--- config.mk ---
export PLATFORM = sky130hd
export DESIGN_NAME = flash_cmd_decoder
export DESIGN_NICKNAME = d
export VERILOG_FILES = /design/src/rtl/flash_cmd_pkg.sv /design/src/rtl/flash_cmd_ctrl.sv /design/src/rtl/flash_cmd_dp.sv /design/src/rtl/flash_cmd_decoder.sv
export SDC_FILE = /design/constraint.sdc
export NUM_CORES = 1
export LEC_CHECK = 0
export ABC_AREA = 1
export BUFFER_PORTS_ARGS = -buffer_cell sky130_fd_sc_hd__buf_2
export CAP_MARGIN = 20
export CELL_PAD_IN_SITES_DETAIL_PLACEMENT = 1
export CELL_PAD_IN_SITES_GLOBAL_PLACEMENT = 2
export CORE_MARGIN = 2
export CORE_UTILIZATION = 36
export CTS_CLUSTER_SIZE = 14
export DETAILED_ROUTE_END_ITERATION = 8
export HOLD_SLACK_MARGIN = 0.15
export PLACE_DENSITY = 0.86
export SYNTH_ARGS = -nofsm -noshare
export SYNTH_HDL_FRONTEND = slang
export SYNTH_SLANG_ARGS = --single-unit
--- constraint.sdc ---
create_clock -name clk -period 4.2 [get_ports clk]
set_clock_uncertainty 0.1 [all_clocks]
set_input_delay 0.63 -clock clk [delete_from_list [all_inputs] [get_ports clk]]
set_output_delay 0.63 -clock clk [all_outputs]
set_load 0.02 [all_outputs]
--- src/rtl/flash_cmd_pkg.sv ---
package flash_cmd_pkg;

  typedef enum logic [2:0] {
    OP_NONE    = 3'd0,
    OP_PROG    = 3'd1,
    OP_BUFWR   = 3'd2,
    OP_BLKERS  = 3'd3,
    OP_CHIPERS = 3'd4,
    OP_SUSPEND = 3'd5,
    OP_RESUME  = 3'd6
  } opkind_e;

  typedef enum logic [3:0] {
    ST_IDLE, ST_PROG, ST_BUFCNT, ST_BUFDATA, ST_BUFCONF,
    ST_ERASE, ST_CHIP, ST_LOCK, ST_SUSP
  } dec_state_e;

  localparam logic [7:0] CMD_PROG_A     = 8'h40;
  localparam logic [7:0] CMD_PROG_B     = 8'h10;
  localparam logic [7:0] CMD_BUFWR      = 8'hE8;
  localparam logic [7:0] CMD_BLKERS     = 8'h20;
  localparam logic [7:0] CMD_CHIPERS    = 8'h30;
  localparam logic [7:0] CMD_SUSPEND    = 8'hB0;
  localparam logic [7:0] CMD_CONFIRM    = 8'hD0;
  localparam logic [7:0] CMD_LOCK_SETUP = 8'h60;
  localparam logic [7:0] CMD_LOCK_SET   = 8'h01;
  localparam logic [7:0] CMD_RD_ARRAY   = 8'hFF;
  localparam logic [7:0] CMD_RD_STATUS  = 8'h70;
  localparam logic [7:0] CMD_CLR_STATUS = 8'h50;

  typedef struct packed {
    logic    issue;
    opkind_e kind;
    logic    latchTarget;
    logic    bufStart;
    logic    bufPush;
    logic    setLock;
    logic    clrLocks;
    logic    seqErr;
    logic    lockErr;
    logic    clrStatus;
    logic    selStatus;
    logic    selArray;
    logic    suspSet;
    logic    suspClr;
  } ctrl_stb_t;

endpackage

--- src/rtl/flash_cmd_ctrl.sv ---
module flash_cmd_ctrl
  import flash_cmd_pkg::*;
(
  input  logic      clk,
  input  logic      rst_n,
  input  logic      wrEvt,
  input  logic [7:0] cmdCode,
  input  logic      engBusy,
  input  logic      wpHigh,
  input  logic      lockOk,
  input  logic      anyLocked,
  input  logic      countOk,
  input  logic      lastData,
  output ctrl_stb_t stb
);

  dec_state_e state, nxt;
  logic modeCmd;

  assign modeCmd = (cmdCode == CMD_RD_STATUS) || (cmdCode == CMD_RD_ARRAY) ||
                   (cmdCode == CMD_CLR_STATUS);

  always_ff @(posedge clk or negedge rst_n) begin
    if (!rst_n) state <= ST_IDLE;
    else        state <= nxt;
  end

  always_comb begin
    stb = '0;
    stb.kind = OP_NONE;
    nxt = state;
    if (wrEvt) begin
      unique case (state)
        ST_IDLE: begin
          if (modeCmd) begin
            stb.selStatus = (cmdCode == CMD_RD_STATUS);
            stb.selArray  = (cmdCode == CMD_RD_ARRAY);
            stb.clrStatus = (cmdCode == CMD_CLR_STATUS);
          end else if (engBusy) begin
            if (cmdCode == CMD_SUSPEND) begin
              if (lockOk) begin
                stb.issue   = 1'b1;
                stb.kind    = OP_SUSPEND;
                stb.suspSet = 1'b1;
                nxt         = ST_SUSP;
              end else begin
                stb.lockErr = 1'b1;
              end
            end else begin
              stb.seqErr = 1'b1;
            end
          end else begin
            case (cmdCode)
              CMD_PROG_A, CMD_PROG_B: nxt = ST_PROG;
              CMD_BUFWR: begin
                if (lockOk) begin
                  stb.latchTarget = 1'b1;
                  nxt = ST_BUFCNT;
                end else begin
                  stb.lockErr = 1'b1;
                end
              end
              CMD_BLKERS:     nxt = ST_ERASE;
              CMD_CHIPERS:    nxt = ST_CHIP;
              CMD_LOCK_SETUP: nxt = ST_LOCK;
              CMD_SUSPEND:    ;
              default:        stb.seqErr = 1'b1;
            endcase
          end
        end
        ST_PROG: begin
          if (lockOk) begin
            stb.issue = 1'b1;
            stb.kind  = OP_PROG;
          end else begin
            stb.lockErr = 1'b1;
          end
          nxt = ST_IDLE;
        end
        ST_BUFCNT: begin
          if (countOk) begin
            stb.bufStart = 1'b1;
            nxt = ST_BUFDATA;
          end else begin
            stb.seqErr = 1'b1;
            nxt = ST_IDLE;
          end
        end
        ST_BUFDATA: begin
          stb.bufPush = 1'b1;
          if (lastData) nxt = ST_BUFCONF;
        end
        ST_BUFCONF: begin
          if (cmdCode == CMD_CONFIRM) begin
            stb.issue = 1'b1;
            stb.kind  = OP_BUFWR;
          end else begin
            stb.seqErr = 1'b1;
          end
          nxt = ST_IDLE;
        end
        ST_ERASE: begin
          if (cmdCode != CMD_CONFIRM) stb.seqErr = 1'b1;
          else if (!lockOk)           stb.lockErr = 1'b1;
          else begin
            stb.issue = 1'b1;
            stb.kind  = OP_BLKERS;
          end
          nxt = ST_IDLE;
        end
        ST_CHIP: begin
          if (cmdCode != CMD_CONFIRM)     stb.seqErr = 1'b1;
          else if (anyLocked && !wpHigh) stb.lockErr = 1'b1;
          else begin
            stb.issue = 1'b1;
            stb.kind  = OP_CHIPERS;
          end
          nxt = ST_IDLE;
        end
        ST_LOCK: begin
          if (cmdCode == CMD_LOCK_SET) begin
            if (wpHigh) stb.setLock = 1'b1;
            else        stb.lockErr = 1'b1;
          end else if (cmdCode == CMD_CONFIRM) begin
            if (wpHigh) stb.clrLocks = 1'b1;
            else        stb.lockErr = 1'b1;
          end else begin
            stb.seqErr = 1'b1;
          end
          nxt = ST_IDLE;
        end
        ST_SUSP: begin
          if (modeCmd) begin
            stb.selStatus = (cmdCode == CMD_RD_STATUS);
            stb.selArray  = (cmdCode == CMD_RD_ARRAY);
            stb.clrStatus = (cmdCode == CMD_CLR_STATUS);
          end else if (cmdCode == CMD_CONFIRM) begin
            stb.issue   = 1'b1;
            stb.kind    = OP_RESUME;
            stb.suspClr = 1'b1;
            nxt = ST_IDLE;
          end else begin
            stb.seqErr = 1'b1;
          end
        end
        default: nxt = ST_IDLE;
      endcase
    end
  end

  // a write ends in at most one of request, sequence error, lock error
  assert_one_outcome_R9: assert property (@(posedge clk) disable iff (!rst_n)
    $countones({stb.issue, stb.seqErr, stb.lockErr}) <= 1);

  // while suspended the only request that may leave is a resume
  assert_suspend_only_resume_R5: assert property (@(posedge clk) disable iff (!rst_n)
    (state == ST_SUSP && stb.issue) |-> (stb.kind == OP_RESUME));

endmodule

--- src/rtl/flash_cmd_dp.sv ---
module flash_cmd_dp
  import flash_cmd_pkg::*;
#(
  parameter  int ADDR_W     = 20,
  parameter  int DATA_W     = 16,
  parameter  int NUM_BLOCKS = 8,
  parameter  int BUF_DEPTH  = 8,
  localparam int BLK_W      = (NUM_BLOCKS > 1) ? $clog2(NUM_BLOCKS) : 1,
  localparam int IDX_W      = (BUF_DEPTH > 1) ? $clog2(BUF_DEPTH) : 1
)(
  input  logic              clk,
  input  logic              rst_n,
  input  logic              wrStrobe,
  input  logic [ADDR_W-1:0] wrAddr,
  input  logic [DATA_W-1:0] wrData,
  input  logic              byteMode,
  input  logic              wpHigh,
  input  logic              engBusy,
  input  ctrl_stb_t         stb,
  input  logic [IDX_W-1:0]  bufRdIdx,
  output logic              wrEvt,
  output logic [7:0]        cmdCode,
  output logic              lockOk,
  output logic              anyLocked,
  output logic              countOk,
  output logic              lastData,
  output logic              opStart,
  output logic [2:0]        opKind,
  output logic [ADDR_W-1:0] opAddr,
  output logic [DATA_W-1:0] opData,
  output logic [IDX_W-1:0]  opCount,
  output logic [ADDR_W-1:0] bufRdAddr,
  output logic [DATA_W-1:0] bufRdData,
  output logic [7:0]        statusReg,
  output logic              readStatus
);

  logic                  wrQ;
  logic [BLK_W-1:0]      curBlk;
  logic [NUM_BLOCKS-1:0] lockBits;
  logic [DATA_W-1:0]     wData;
  logic [IDX_W-1:0]      bufN, bufIdx;
  logic [ADDR_W-1:0]     tgtAddr;
  logic [ADDR_W-1:0]     bufAddrMem [BUF_DEPTH];
  logic [DATA_W-1:0]     bufDataMem [BUF_DEPTH];
  logic                  seqErrQ, lockErrQ, suspQ;

  always_ff @(posedge clk or negedge rst_n) begin
    if (!rst_n) wrQ <= 1'b0;
    else        wrQ <= wrStrobe;
  end

  assign wrEvt     = wrStrobe & ~wrQ;
  assign cmdCode   = wrData[7:0];
  assign curBlk    = wrAddr[ADDR_W-1 -: BLK_W];
  assign lockOk    = lockBits[curBlk] | wpHigh;
  assign anyLocked = ~&lockBits;
  assign wData     = byteMode ? {{(DATA_W-8){1'b0}}, wrData[7:0]} : wrData;
  assign countOk   = wrData < DATA_W'(BUF_DEPTH);
  assign lastData  = (bufIdx == bufN);

  for (genvar b = 0; b < NUM_BLOCKS; b++) begin : g_lock
    always_ff @(posedge clk or negedge rst_n) begin
      if (!rst_n)                                     lockBits[b] <= 1'b1;
      else if (stb.clrLocks)                          lockBits[b] <= 1'b1;
      else if (stb.setLock && curBlk == BLK_W'(b))    lockBits[b] <= 1'b0;
    end
  end

  always_ff @(posedge clk or negedge rst_n) begin
    if (!rst_n) begin
      bufN    <= '0;
      bufIdx  <= '0;
      tgtAddr <= '0;
    end else begin
      if (stb.latchTarget) tgtAddr <= wrAddr;
      if (stb.bufStart) begin
        bufN   <= wrData[IDX_W-1:0];
        bufIdx <= '0;
      end else if (stb.bufPush) begin
        bufIdx <= bufIdx + 1'b1;
      end
    end
  end

  always_ff @(posedge clk) begin
    if (stb.bufPush) begin
      bufAddrMem[bufIdx] <= wrAddr;
      bufDataMem[bufIdx] <= wData;
    end
  end

  assign bufRdAddr = bufAddrMem[bufRdIdx];
  assign bufRdData = bufDataMem[bufRdIdx];

  always_ff @(posedge clk or negedge rst_n) begin
    if (!rst_n) begin
      opStart <= 1'b0;
      opKind  <= 3'd0;
      opAddr  <= '0;
      opData  <= '0;
      opCount <= '0;
    end else begin
      opStart <= stb.issue;
      if (stb.issue) begin
        opKind  <= stb.kind;
        opAddr  <= (stb.kind == OP_BUFWR) ? tgtAddr : wrAddr;
        opData  <= wData;
        opCount <= bufN;
      end
    end
  end

  always_ff @(posedge clk or negedge rst_n) begin
    if (!rst_n) begin
      seqErrQ    <= 1'b0;
      lockErrQ   <= 1'b0;
      suspQ      <= 1'b0;
      readStatus <= 1'b0;
    end else begin
      if (stb.clrStatus) begin
        seqErrQ  <= 1'b0;
        lockErrQ <= 1'b0;
      end else begin
        if (stb.seqErr)  seqErrQ  <= 1'b1;
        if (stb.lockErr) lockErrQ <= 1'b1;
      end
      if (stb.suspSet)      suspQ <= 1'b1;
      else if (stb.suspClr) suspQ <= 1'b0;
      if (stb.selStatus)     readStatus <= 1'b1;
      else if (stb.selArray) readStatus <= 1'b0;
    end
  end

  assign statusReg = {~engBusy, suspQ, seqErrQ, lockErrQ, 4'b0000};

  // every request follows a sampled strobe rise by one cycle
  assert_op_after_edge_R12: assert property (@(posedge clk) disable iff (!rst_n)
    opStart |-> $past(wrEvt));

  // confirm-gated requests only follow a D0h write
  assert_confirm_gates_start_R4: assert property (@(posedge clk) disable iff (!rst_n)
    (opStart && (opKind == OP_BUFWR || opKind == OP_BLKERS || opKind == OP_CHIPERS))
      |-> ($past(cmdCode) == CMD_CONFIRM));

  // a program request never targets a protected block
  assert_prog_lock_gate_R6: assert property (@(posedge clk) disable iff (!rst_n)
    (opStart && opKind == OP_PROG) |-> $past(lockOk));

  // a block can become locked only while write-protect was high
  assert_lock_needs_wp_R7: assert property (@(posedge clk) disable iff (!rst_n)
    (|($past(lockBits) & ~lockBits)) |-> $past(wpHigh));

  // error flags hold until a clear-status write
  assert_sticky_err_R10: assert property (@(posedge clk) disable iff (!rst_n)
    ($past(seqErrQ) && !$past(stb.clrStatus)) |-> seqErrQ);

endmodule

--- src/rtl/flash_cmd_decoder.sv ---
module flash_cmd_decoder
  import flash_cmd_pkg::*;
#(
  parameter  int ADDR_W     = 20,
  parameter  int DATA_W     = 16,
  parameter  int NUM_BLOCKS = 8,
  parameter  int BUF_DEPTH  = 8,
  localparam int IDX_W      = (BUF_DEPTH > 1) ? $clog2(BUF_DEPTH) : 1
)(
  input  logic              clk,
  input  logic              rst_n,
  input  logic              wrStrobe,
  input  logic [ADDR_W-1:0] wrAddr,
  input  logic [DATA_W-1:0] wrData,
  input  logic              byteMode,
  input  logic              wpHigh,
  input  logic              engBusy,
  input  logic [IDX_W-1:0]  bufRdIdx,
  output logic              opStart,
  output logic [2:0]        opKind,
  output logic [ADDR_W-1:0] opAddr,
  output logic [DATA_W-1:0] opData,
  output logic [IDX_W-1:0]  opCount,
  output logic [ADDR_W-1:0] bufRdAddr,
  output logic [DATA_W-1:0] bufRdData,
  output logic [7:0]        statusReg,
  output logic              readStatus
);

  ctrl_stb_t  stb;
  logic       wrEvt, lockOk, anyLocked, countOk, lastData;
  logic [7:0] cmdCode;

  flash_cmd_ctrl ctrl_i (
    .clk       (clk),
    .rst_n     (rst_n),
    .wrEvt     (wrEvt),
    .cmdCode   (cmdCode),
    .engBusy   (engBusy),
    .wpHigh    (wpHigh),
    .lockOk    (lockOk),
    .anyLocked (anyLocked),
    .countOk   (countOk),
    .lastData  (lastData),
    .stb       (stb)
  );

  flash_cmd_dp #(
    .ADDR_W     (ADDR_W),
    .DATA_W     (DATA_W),
    .NUM_BLOCKS (NUM_BLOCKS),
    .BUF_DEPTH  (BUF_DEPTH)
  ) dp_i (
    .clk        (clk),
    .rst_n      (rst_n),
    .wrStrobe   (wrStrobe),
    .wrAddr     (wrAddr),
    .wrData     (wrData),
    .byteMode   (byteMode),
    .wpHigh     (wpHigh),
    .engBusy    (engBusy),
    .stb        (stb),
    .bufRdIdx   (bufRdIdx),
    .wrEvt      (wrEvt),
    .cmdCode    (cmdCode),
    .lockOk     (lockOk),
    .anyLocked  (anyLocked),
    .countOk    (countOk),
    .lastData   (lastData),
    .opStart    (opStart),
    .opKind     (opKind),
    .opAddr     (opAddr),
    .opData     (opData),
    .opCount    (opCount),
    .bufRdAddr  (bufRdAddr),
    .bufRdData  (bufRdData),
    .statusReg  (statusReg),
    .readStatus (readStatus)
  );

endmodule

==> results.ini, run 1 <==
[run]
maxCapViolCount = 0

[power]
p_per_area_nw_per_um2 = 497
peakVddDrop_mv = 0.500
power_mw = 8.99
p_leak_nw = 7.04

[cells_and_area]
stdcell_count = 2122
seqCellArea_um2 = 10800
final_common_cell = edfxtp_1
finalNetCount = 1598
layout-drive-gt1-share_pct = 15.7
nFillCells = 4626
multi_input_area_um2 = 4010
area_growth_pct = 16.7
diodes = 0
mostFrequentLayoutCells = edfxtp_1 (288), nor2_1 (282), nand2_1 (219), o21ai_0 (199), buf_2 (126)

[die]
fp-row-count = 75
die_w_um = 211
dieArea_um2 = 44700
pin_count = 133
initial_core_util_pct = 36.7
core_area_um2 = 42200
die_height_um = 211

[global_route]
grt_max_degree = 97
grt_use_total_pct = 20.0
grt_first_pass_wirelength_um = 68100
grt_pass1_vias = 11700
antenna_found_initial = 2
gr-total-overflow = 0

[route]
first_pass_iters = 5
detail-route-antenna-nets = 0
num_vias = 11100
routed_wl_um = 44200
drc = 0
wl_per_cell_um = 20.8
vias_per_cell = 5.22
drt-initial-drc-count = 799

[clock_tree]
cts_post_setup_buffers_inserted = 0
cts_buffer_depth = 3
htreeDepth = 2
clock-sinks = 374
clk_latency_ns = 0.54
clk_pin_slew_worst_paths_ns = 0.05
cts_tree = yes
numCtsBuffers = 39
cts_root_buf = clkbuf_16

[setup_path]
cp_top_family = buffers and inverters
end_kind = output pin
regToRegSetupSlack_ns = 1.51
slowest_delay_ns = 0.60
crit_arrival_ns = 2.54
crit_type = in2out
path_cells = buf_2, inv_2, buf_12, nor2_1, o21ai_0, a31oi_1, buf_2
critPathMaxFanout = 44
slowest_stage = buf_2
crit_buf_inv = 4
cp_data_required_time_ns = 3.47
worst_setup_path_start_kind = input port
cp_common_cell = buf_2

[logic_synthesis]
ys_types = 35
synth_edf_count = 288
synth.avg_cell_area_um2 = 10.8
syn-instance-count = 1427
seq_area_frac_synth_pct = 69.8
synthFlopType = edfxtp_1
ys_async_sr_fraction_pct = 23.0
ys_ff_latch = 374
ys_warn_count = 0
synth_area_um2 = 15500

[timing]
setup_viol = 0
worst_pin_slew_ns = 1.04
finalCritPeriodShare_pct = 77.8
hold_viol_final = 0
maxSlewViolCount = 0
fmax_mhz = 306
fin_crit_ns = 3.27
rsz0062_at_grt = false
slew_headroom_pct = 30.7

[placed_design]
io_buffer_count = 128
gp_congestion = 0.830
place_inst = 2048
hpwl_um = 27300

[min_path]
hp-class = in2reg

[run_status]
status = finished, final reports clean

[stage by stage]
stage,setup TNS [ns],setup slack [ns],hold WS (ns),area [um^2],utilization [%]
2_1_floorplan,-44.43,-0.212,0.234,15500,-
6_report,0,0.932,0.292,18100,42.8
3_3_place_gp,0,0.904,0.355,16800,39.8
5_1_grt,0,0.781,0.289,18100,42.8
4_1_cts,0,0.910,0.273,18100,42.8
3_5_place_dp,0,0.941,0.363,16800,39.8
[what timing repair did]
item | CTS | global route
hold endpoints to repair | 48 | 0
hold buffers | 2 | 0
resized for setup | 0 | 0
[per-layer routing]
metal,global-route usage [%],part of all wire (%)
met1,27.6,46
met3,2.73,3.7
met4,6.19,2.0
met2,33.0,48
met5,0,0.032
[sequential cells by signal, indices dropped and copies added, names as in the netlist]
name	cells
dp_i.suspQ	1
dp_i.opCount	3
dp_i.opAddr	20
ctrl_i.state	4
dp_i.bufN	3
dp_i.opData	16
dp_i.wrQ	1
dp_i.seqErrQ	1
dp_i.readStatus	1
dp_i.lockErrQ	1
dp_i.tgtAddr	20
dp_i.opKind	3
dp_i.bufDataMem	128
dp_i.bufAddrMem	160
dp_i.lockBits	8
dp_i.opStart	1
dp_i.bufIdx	3
[path summary, 6_finish.rpt]
check | cells after the start | to | start
worst max-delay path | 7 | bufRdAddr[17] | bufRdIdx[1]
worst min-delay path | 1 | dp_i.bufAddrMem[2][4]$_DFFE_PP_ | wrAddr[4]
min in group asynchronous | 2 | dp_i.opAddr[7]$_DFFE_PN0P_ | rst_n
worst min register to register | 2 | dp_i.opData[14]$_DFFE_PN0P_ | dp_i.opData[14]$_DFFE_PN0P_
max in group asynchronous | 3 | dp_i.lockBits[7]$_DFFE_PN1P_ | rst_n
worst max register to register | 8 | dp_i.bufAddrMem[1][4]$_DFFE_PP_ | ctrl_i.state[3]$_DFFE_PN0P_
[final cells by class]
type	instances	share of cell area, %
sequential	374	59.8
multi-input combinational	882	22.2
timing repair buffer	160	5.28
tap	539	3.73
clock buffer	47	5.69
inverter	95	1.98
clock inverter	25	1.29
[worst reg2reg max path: cells and delay by family, from the launching register on]
kind                   cells  cell delay, ns
DFF                        1            0.42
and+or+nand+nor            5            1.36
buffers and inverters      3            0.47
[synth_stat cells (all sizes together), types with 3 or more instances]
library cell / count / share of area (%)
nor2: 289 / 7.1
edfxtp: 288 / 56
nand2: 224 / 5.5
o21ai: 200 / 6.5
inv: 92 / 2.2
dfrtp: 78 / 13
clkbuf: 51 / 1.2
nand3: 51 / 1.7
a31oi: 38 / 1.5
o22ai: 36 / 1.5
buf: 28 / 1.1
nor3: 12 / 0.46
nand4: 10 / 0.40
dfstp: 8 / 1.4
nor4: 5 / 0.20
a21oi: 3 / 0.097
clkinv: 3 / 0.073
xnor2: 3 / 0.17
[kinds of logic after synthesis]
family | Yosys count | synth area share (%)
and+or+nand+nor | 591 | 15.4
DFF | 374 | 69.8
AOI/OAI and AO/OA | 282 | 9.80
buffers and inverters | 174 | 4.63
xor gates and xnor gates | 4 | 0.226
adders and majority gates | 1 | 0.0808
other | 1 | 0.0242
[power by group]
part,switching [mW],internal [mW],leakage [nW]
logic,0.874,0.361,2.70
registers,0.130,4.18,3.71
clock network,1.44,2.00,0.625
total,2.44,6.54,7.04
Note: power is estimated with default switching activity, not from simulation.
==> inputs of run 2 (changes only) <==
==> constraint.sdc (replaced) <==
create_clock -name clk -period 3 [get_ports clk]
set_clock_uncertainty 0.1 [all_clocks]
set_input_delay 0.45 -clock clk [delete_from_list [all_inputs] [get_ports clk]]
set_output_delay 0.45 -clock clk [all_outputs]
set_load 0.02 [all_outputs]
==> results.ini, run 2 (synthesis gave the netlist of run 1 again) <==
[timing]
setup_ws_ns = 0.320  ; -0.612 ns
maxSlewViolCount = 0  ; unchanged
slew_headroom_pct = 38.1  ; +7.4 points
fin_crit_ns = 2.68
hold_viol_final = 0  ; unchanged
finalCritPeriodShare_pct = 89.3
whs_ns = 0.181  ; -0.111 ns
rsz0062_at_grt = false
fmax_mhz = 373
worst_pin_slew_ns = 0.924  ; -0.115 ns
setup_viol = 0  ; unchanged

[route]
num_vias = 11000  ; -0.33%
routed_wl_um = 43200  ; -2.2%
drt-initial-drc-count = 788  ; -1.4%
detail-route-antenna-nets = 0  ; unchanged
first_pass_iters = 5  ; unchanged
drc = 0  ; unchanged
vias_per_cell = 5.16  ; -1.0%
wl_per_cell_um = 20.2  ; -2.9%

[power]
p_leak_nw = 7.12  ; +1.2%
pwr-share-comb_pct = 14.1  ; +0.4 points
p_sw_mw = 3.34  ; +37%
peakVddDrop_mv = 0.403  ; -19%
p_clk_share_pct = 37.3  ; -1.0 points
p_int_mw = 9.09  ; +39%
p_seq_share_pct = 48.5  ; +0.5 points
switching_share_pct = 26.9  ; -0.33 points
p_per_area_nw_per_um2 = 678  ; +36%

[die]
die_height_um = 211  ; unchanged
dieArea_um2 = 44700  ; unchanged
fp-row-count = 75  ; unchanged
core_area_um2 = 42200  ; unchanged
die_w_um = 211  ; unchanged
initial_core_util_pct = 36.7  ; unchanged
pin_count = 133  ; unchanged

[cells_and_area]
final_common_cell = edfxtp_1
area_growth_pct = 18.4
largest_reg_flops = 160  ; unchanged
layout-drive-gt1-share_pct = 15.2  ; -0.56 points
top_register = dp_i.bufAddrMem
largest_registers = dp_i.bufAddrMem: 160 flops, dp_i.bufDataMem: 128 flops
finalNetCount = 1615  ; +1.1%
mostFrequentLayoutCells = edfxtp_1 (288), nor2_1 (282), nand2_1 (219), o21ai_0 (199), buf_2 (126)
nFillCells = 4591  ; -0.76%

[setup_path]
worst_setup_path_start_kind = input port
end_kind = output pin
crit_arrival_ns = 2.13  ; -0.41 ns
critPathMaxFanout = 41  ; -6.8%
crit_type = in2out
cp_data_required_time_ns = 2.45  ; -1.02 ns

[clock_tree]
cts_resized = 0  ; unchanged
cts_tree = yes
cts_buffer_depth = 3  ; unchanged
cts_root_buf = clkbuf_16
clk_latency_ns = 0.53  ; about the same
numCtsBuffers = 39  ; unchanged
htreeDepth = 2  ; unchanged
cts_post_setup_buffers_inserted = 0  ; unchanged
clk_pin_slew_worst_paths_ns = 0.06  ; about the same
cts_hold_buf = 19  ; +17
clock-sinks = 374  ; unchanged

[global_route]
grt_pass1_vias = 11700  ; -0.43%
grt_use_total_pct = 19.5  ; -0.48 points
grt_first_pass_wirelength_um = 67000  ; -1.6%
antenna_found_initial = 1  ; -1
grt_max_degree = 88  ; -9.3%
gr-total-overflow = 0  ; unchanged

[placed_design]
hpwl_um = 26200  ; -4.1%
gp_congestion = 0.865  ; +4.3%
pre_cts_slack_ns = 0.163  ; -0.778 ns
io_buffer_count = 128  ; unchanged

[run_status]
status = finished, final reports clean

[run]
maxCapViolCount = 0  ; unchanged

[min_path]
hp-class = in2reg

-- run 2: final timing paths --
kind	cells past startpoint	slack (ns)	from	to
max in group asynchronous	3	1.68	rst_n	dp_i.lockBits[5]$_DFFE_PN1P_
worst max-delay path	7	0.32	bufRdIdx[1]	bufRdData[8]
worst min register to register	2	0.37	dp_i.opData[13]$_DFFE_PN0P_	dp_i.opData[13]$_DFFE_PN0P_
worst min-delay path	1	0.18	wrData[5]	dp_i.bufDataMem[4][5]$_DFFE_PP_
worst max register to register	8	0.38	ctrl_i.state[3]$_DFFE_PN0P_	dp_i.bufDataMem[1][1]$_DFFE_PP_
min in group asynchronous	2	0.39	rst_n	dp_i.opAddr[11]$_DFFE_PN0P_
-- run 2: stage by stage --
| step | instances | power, mW | area [um^2] | util [%] | setup TNS [ns] |
|---|---|---|---|---|---|
| floorplan | 1430 | 7.15 | 15500 | - | -17.74 |
| global placement | 2048 | 7.85 | 16900 | 40.1 | 0 |
| detailed placement | 2048 | 7.89 | 16900 | 40.1 | 0 |
| CTS | 2134 | 12.6 | 18300 | 43.4 | 0 |
| global route | 2134 | 12.9 | 18300 | 43.4 | 0 |
| finish | 2137 | 12.4 | 18300 | 43.4 | 0 |
-- run 2: power groups by stage --
stage | sequential (mW) | combinational [mW] | clock (mW)
5_1_grt | 6.07 | 1.94 | 4.94
2_1_floorplan | 6.40 | 0.745 | 0
3_5_place_dp | 6.13 | 1.76 | 0
3_3_place_gp | 6.14 | 1.70 | 0
4_1_cts | 6.04 | 1.78 | 4.76
6_report | 6.03 | 1.76 | 4.64
-- run 2: cell type report --
| cell class | count | area [um^2] | area share (%) |
|---|---|---|---|
| flip-flops and latches | 374 | 10800 | 58.9 |
| multi-input cells | 882 | 4050 | 22.1 |
| repair buffers | 177 | 1240 | 6.74 |
| clock buffers | 51 | 1050 | 5.73 |
| well taps | 539 | 674 | 3.68 |
| inverters | 95 | 358 | 1.95 |
| clock inverters | 16 | 153 | 0.832 |
| diodes | 3 | 7.51 | 0.0409 |
-- run 2: metal layers --
layer	routed length (um)	vias up	track usage (%)
li1	-	5191	-
met1	20000	5526	27.1
met2	20200	256	32.0
met3	2210	61	3.25
met4	798	2	5.17
met5	13	-	0
-- run 2: worst max-delay path: stages --
cell     delay, ns
buf_2         0.11
buf_4         0.44
o21ai_0       0.20
o22ai_1       0.21
nor2_1        0.06
a31oi_1       0.38
buf_2         0.25
==> inputs of run 3 (changes only) <==
--- a/config.mk
+++ b/config.mk
@@ -6,7 +6,7 @@
 export NUM_CORES = 1
 export LEC_CHECK = 0
 export ABC_AREA = 1
-export BUFFER_PORTS_ARGS = -buffer_cell sky130_fd_sc_hd__buf_2
+export BUFFER_PORTS_ARGS = -buffer_cell sky130_fd_sc_hd__buf_4
 export CAP_MARGIN = 20
 export CELL_PAD_IN_SITES_DETAIL_PLACEMENT = 1
 export CELL_PAD_IN_SITES_GLOBAL_PLACEMENT = 2
==> results.ini, run 3 (synthesis gave the netlist of run 1 again) <==
[route]
routed_wl_um = 43700  ; +1.1%
wl_per_cell_um = 20.3  ; +0.48%
num_vias = 11100  ; +0.96%
drc = 0  ; unchanged
vias_per_cell = 5.18  ; +0.35%
detail-route-antenna-nets = 0  ; unchanged
drt-initial-drc-count = 700  ; -11%
first_pass_iters = 4  ; -1

[clock_tree]
cts_post_setup_buffers_inserted = 0  ; unchanged
cts_root_buf = clkbuf_16
clock-sinks = 374  ; unchanged
cts_tree = yes
numCtsBuffers = 40  ; +2.6%
cts_buffer_depth = 3  ; unchanged
cts_resized = 0  ; unchanged
clk_latency_ns = 0.55  ; +0.02 ns
htreeDepth = 2  ; unchanged
clk_pin_slew_worst_paths_ns = 0.06  ; about the same

[setup_path]
timing.rr.start = ctrl_i.state[3]$_DFFE_PN0P_
path_cells = buf_4, buf_12, o21ai_0, o22ai_1, nor2_1, a31oi_1, buf_4
end_kind = output pin
regToRegSetupSlack_ns = 0.47  ; +0.09 ns
cp_top_family = compound AO/OA/AOI/OAI gates
slowest_stage = a31oi_1
worst_setup_path_start_kind = input port
critPathMaxFanout = 88  ; +110%
reg2reg_to = dp_i.bufDataMem[2][14]$_DFFE_PP_
crit_arrival_ns = 2.02  ; -0.11 ns
worst_r2r_path_depth = 8  ; unchanged
cp_data_required_time_ns = 2.45  ; about the same
cp_common_cell = buf_4
crit_buf_inv = 3  ; unchanged
cp-startpoint = bufRdIdx[0]
crit_type = in2out
slowest_delay_ns = 0.41  ; -0.03 ns

[global_route]
antenna_found_initial = 1  ; unchanged
grt_max_degree = 89  ; +1.1%
grt_first_pass_wirelength_um = 68300  ; +1.9%
grt_pass1_vias = 11800  ; +1.6%
gr-total-overflow = 0  ; unchanged
grt_use_total_pct = 19.9  ; +0.32 points

[timing]
whs_ns = 0.178  ; -0.00300 ns
setup_viol = 0  ; unchanged
maxSlewViolCount = 0  ; unchanged
rsz0062_at_grt = false
worst_pin_slew_ns = 0.914  ; -0.0107 ns
fmax_mhz = 389  ; +4.2%
slew_headroom_pct = 38.9  ; +0.72 points
setup_ws_ns = 0.429  ; +0.108 ns
fin_crit_ns = 2.57  ; -0.108 ns
hold_viol_final = 0  ; unchanged
finalCritPeriodShare_pct = 85.7  ; -3.6 points

[placed_design]
pre_cts_slack_ns = 0.451  ; +0.288 ns
io_buffer_count = 128  ; unchanged
gp_congestion = 0.838  ; -3.1%
hpwl_um = 26700  ; +2.0%

[cells_and_area]
final_common_cell = edfxtp_1
mostFrequentLayoutCells = edfxtp_1 (288), nor2_1 (282), nand2_1 (219), o21ai_0 (199), buf_4 (145)
largest_registers = dp_i.bufAddrMem: 160 flops, dp_i.bufDataMem: 128 flops
largest_reg_flops = 160  ; unchanged
nFillCells = 4574  ; -0.37%
multi_input_area_um2 = 4050  ; unchanged
area_growth_pct = 21.9
seqCellArea_um2 = 10800  ; unchanged
finalNetCount = 1630  ; +0.93%
layout-drive-gt1-share_pct = 15.6  ; +0.42 points
top_register = dp_i.bufAddrMem

[die]
initial_core_util_pct = 36.7  ; unchanged
fp-row-count = 75  ; unchanged
dieArea_um2 = 44700  ; unchanged
die_height_um = 211  ; unchanged
pin_count = 133  ; unchanged
core_area_um2 = 42200  ; unchanged
die_w_um = 211  ; unchanged

[run_status]
status = finished, final reports clean

[min_path]
hold_end = dp_i.bufAddrMem[1][17]$_DFFE_PP_
hp-class = in2reg
hp-start = wrAddr[17]
whs_path_depth = 1  ; unchanged

[power]
peakVddDrop_mv = 0.385  ; -4.5%
power_mw = 12.8  ; +3.2%
p_leak_nw = 7.31  ; +2.6%
p_per_area_nw_per_um2 = 680  ; +0.30%

[run]
maxCapViolCount = 0  ; unchanged

==> run 3: changes by cell type in the layout (fill, tap and decap cells not counted), sizes merged <==
cell         previous run  this run
clkinv                 13        17
clkinvlp                0         1
clkbuf                 51        47
dlygate4sd3            19        29
buf                   158       162
diode                   3         1
==> run 3: worst register-to-register path, cell delays in order (launching register included) <==
cell	delay, ns
dfrtp_1	0.41
nor2_1	0.31
inv_1	0.11
nor2_1	0.10
inv_1	0.08
nor2_1	0.22
nand2_1	0.30
nor3_4	0.25
buf_12	0.31
==> run 3: repair_timing <==
action                                  CTS  global route
endpoints found under the setup margin    0             0
endpoints found under the hold margin   249             0
hold buffers                             29             0
==> run 3: final cells by class <==
cell class / instances / area share [%]
well taps: 539 / 3.57
diodes: 1 / 0.0133
inverters: 95 / 1.90
clock inverters: 21 / 1.09
repair buffers: 191 / 9.11
clock buffers: 47 / 5.60
flip-flops and latches: 374 / 57.3
multi-input cells: 882 / 21.5
==> run 3: worst max path at each step <==
stage / to / slack (ns) / cells past startpoint
final: bufRdData[8] / 0.43 / 7
after global routing: dp_i.opAddr[18]$_DFFE_PN0P_ / 0.24 / 15
after CTS: bufRdAddr[14] / 0.43 / 8
after detailed placement: bufRdAddr[1] / 0.45 / 7
after global placement: bufRdAddr[2] / 0.50 / 7
after floorplan: dp_i.bufAddrMem[3][0]$_DFFE_PP_ / -0.16 / 6
==> run 3: per-layer routing <==
layer  track usage (%)  share of wire (%)  vias up
met2              31.7                 47      251
met1              27.8                 46     5606
met3              3.19                4.9       55
met4              6.19                2.0        2
met5                 0              0.023        -
li1                  -                  -     5228
==> run 3: per-stage QoR <==
stage               cell area, um^2  setup TNS, ns  util, %  instances
global placement              17300              0     41.0       2052
finish                        18900              0     44.7       2150
CTS                           18900              0     44.7       2149
global route                  18900              0     44.7       2149
detailed placement            17300              0     41.0       2052
floorplan                     15500         -17.74        -       1430
==> run 3: power breakdown <==
part           switching, mW  internal [mW]  total [mW]  leakage (nW)
clock network           2.02           2.78        4.81         0.617
logic                   1.25          0.720        1.97          2.99
registers              0.210           5.85        6.06          3.71
total                   3.49           9.36        12.8          7.31
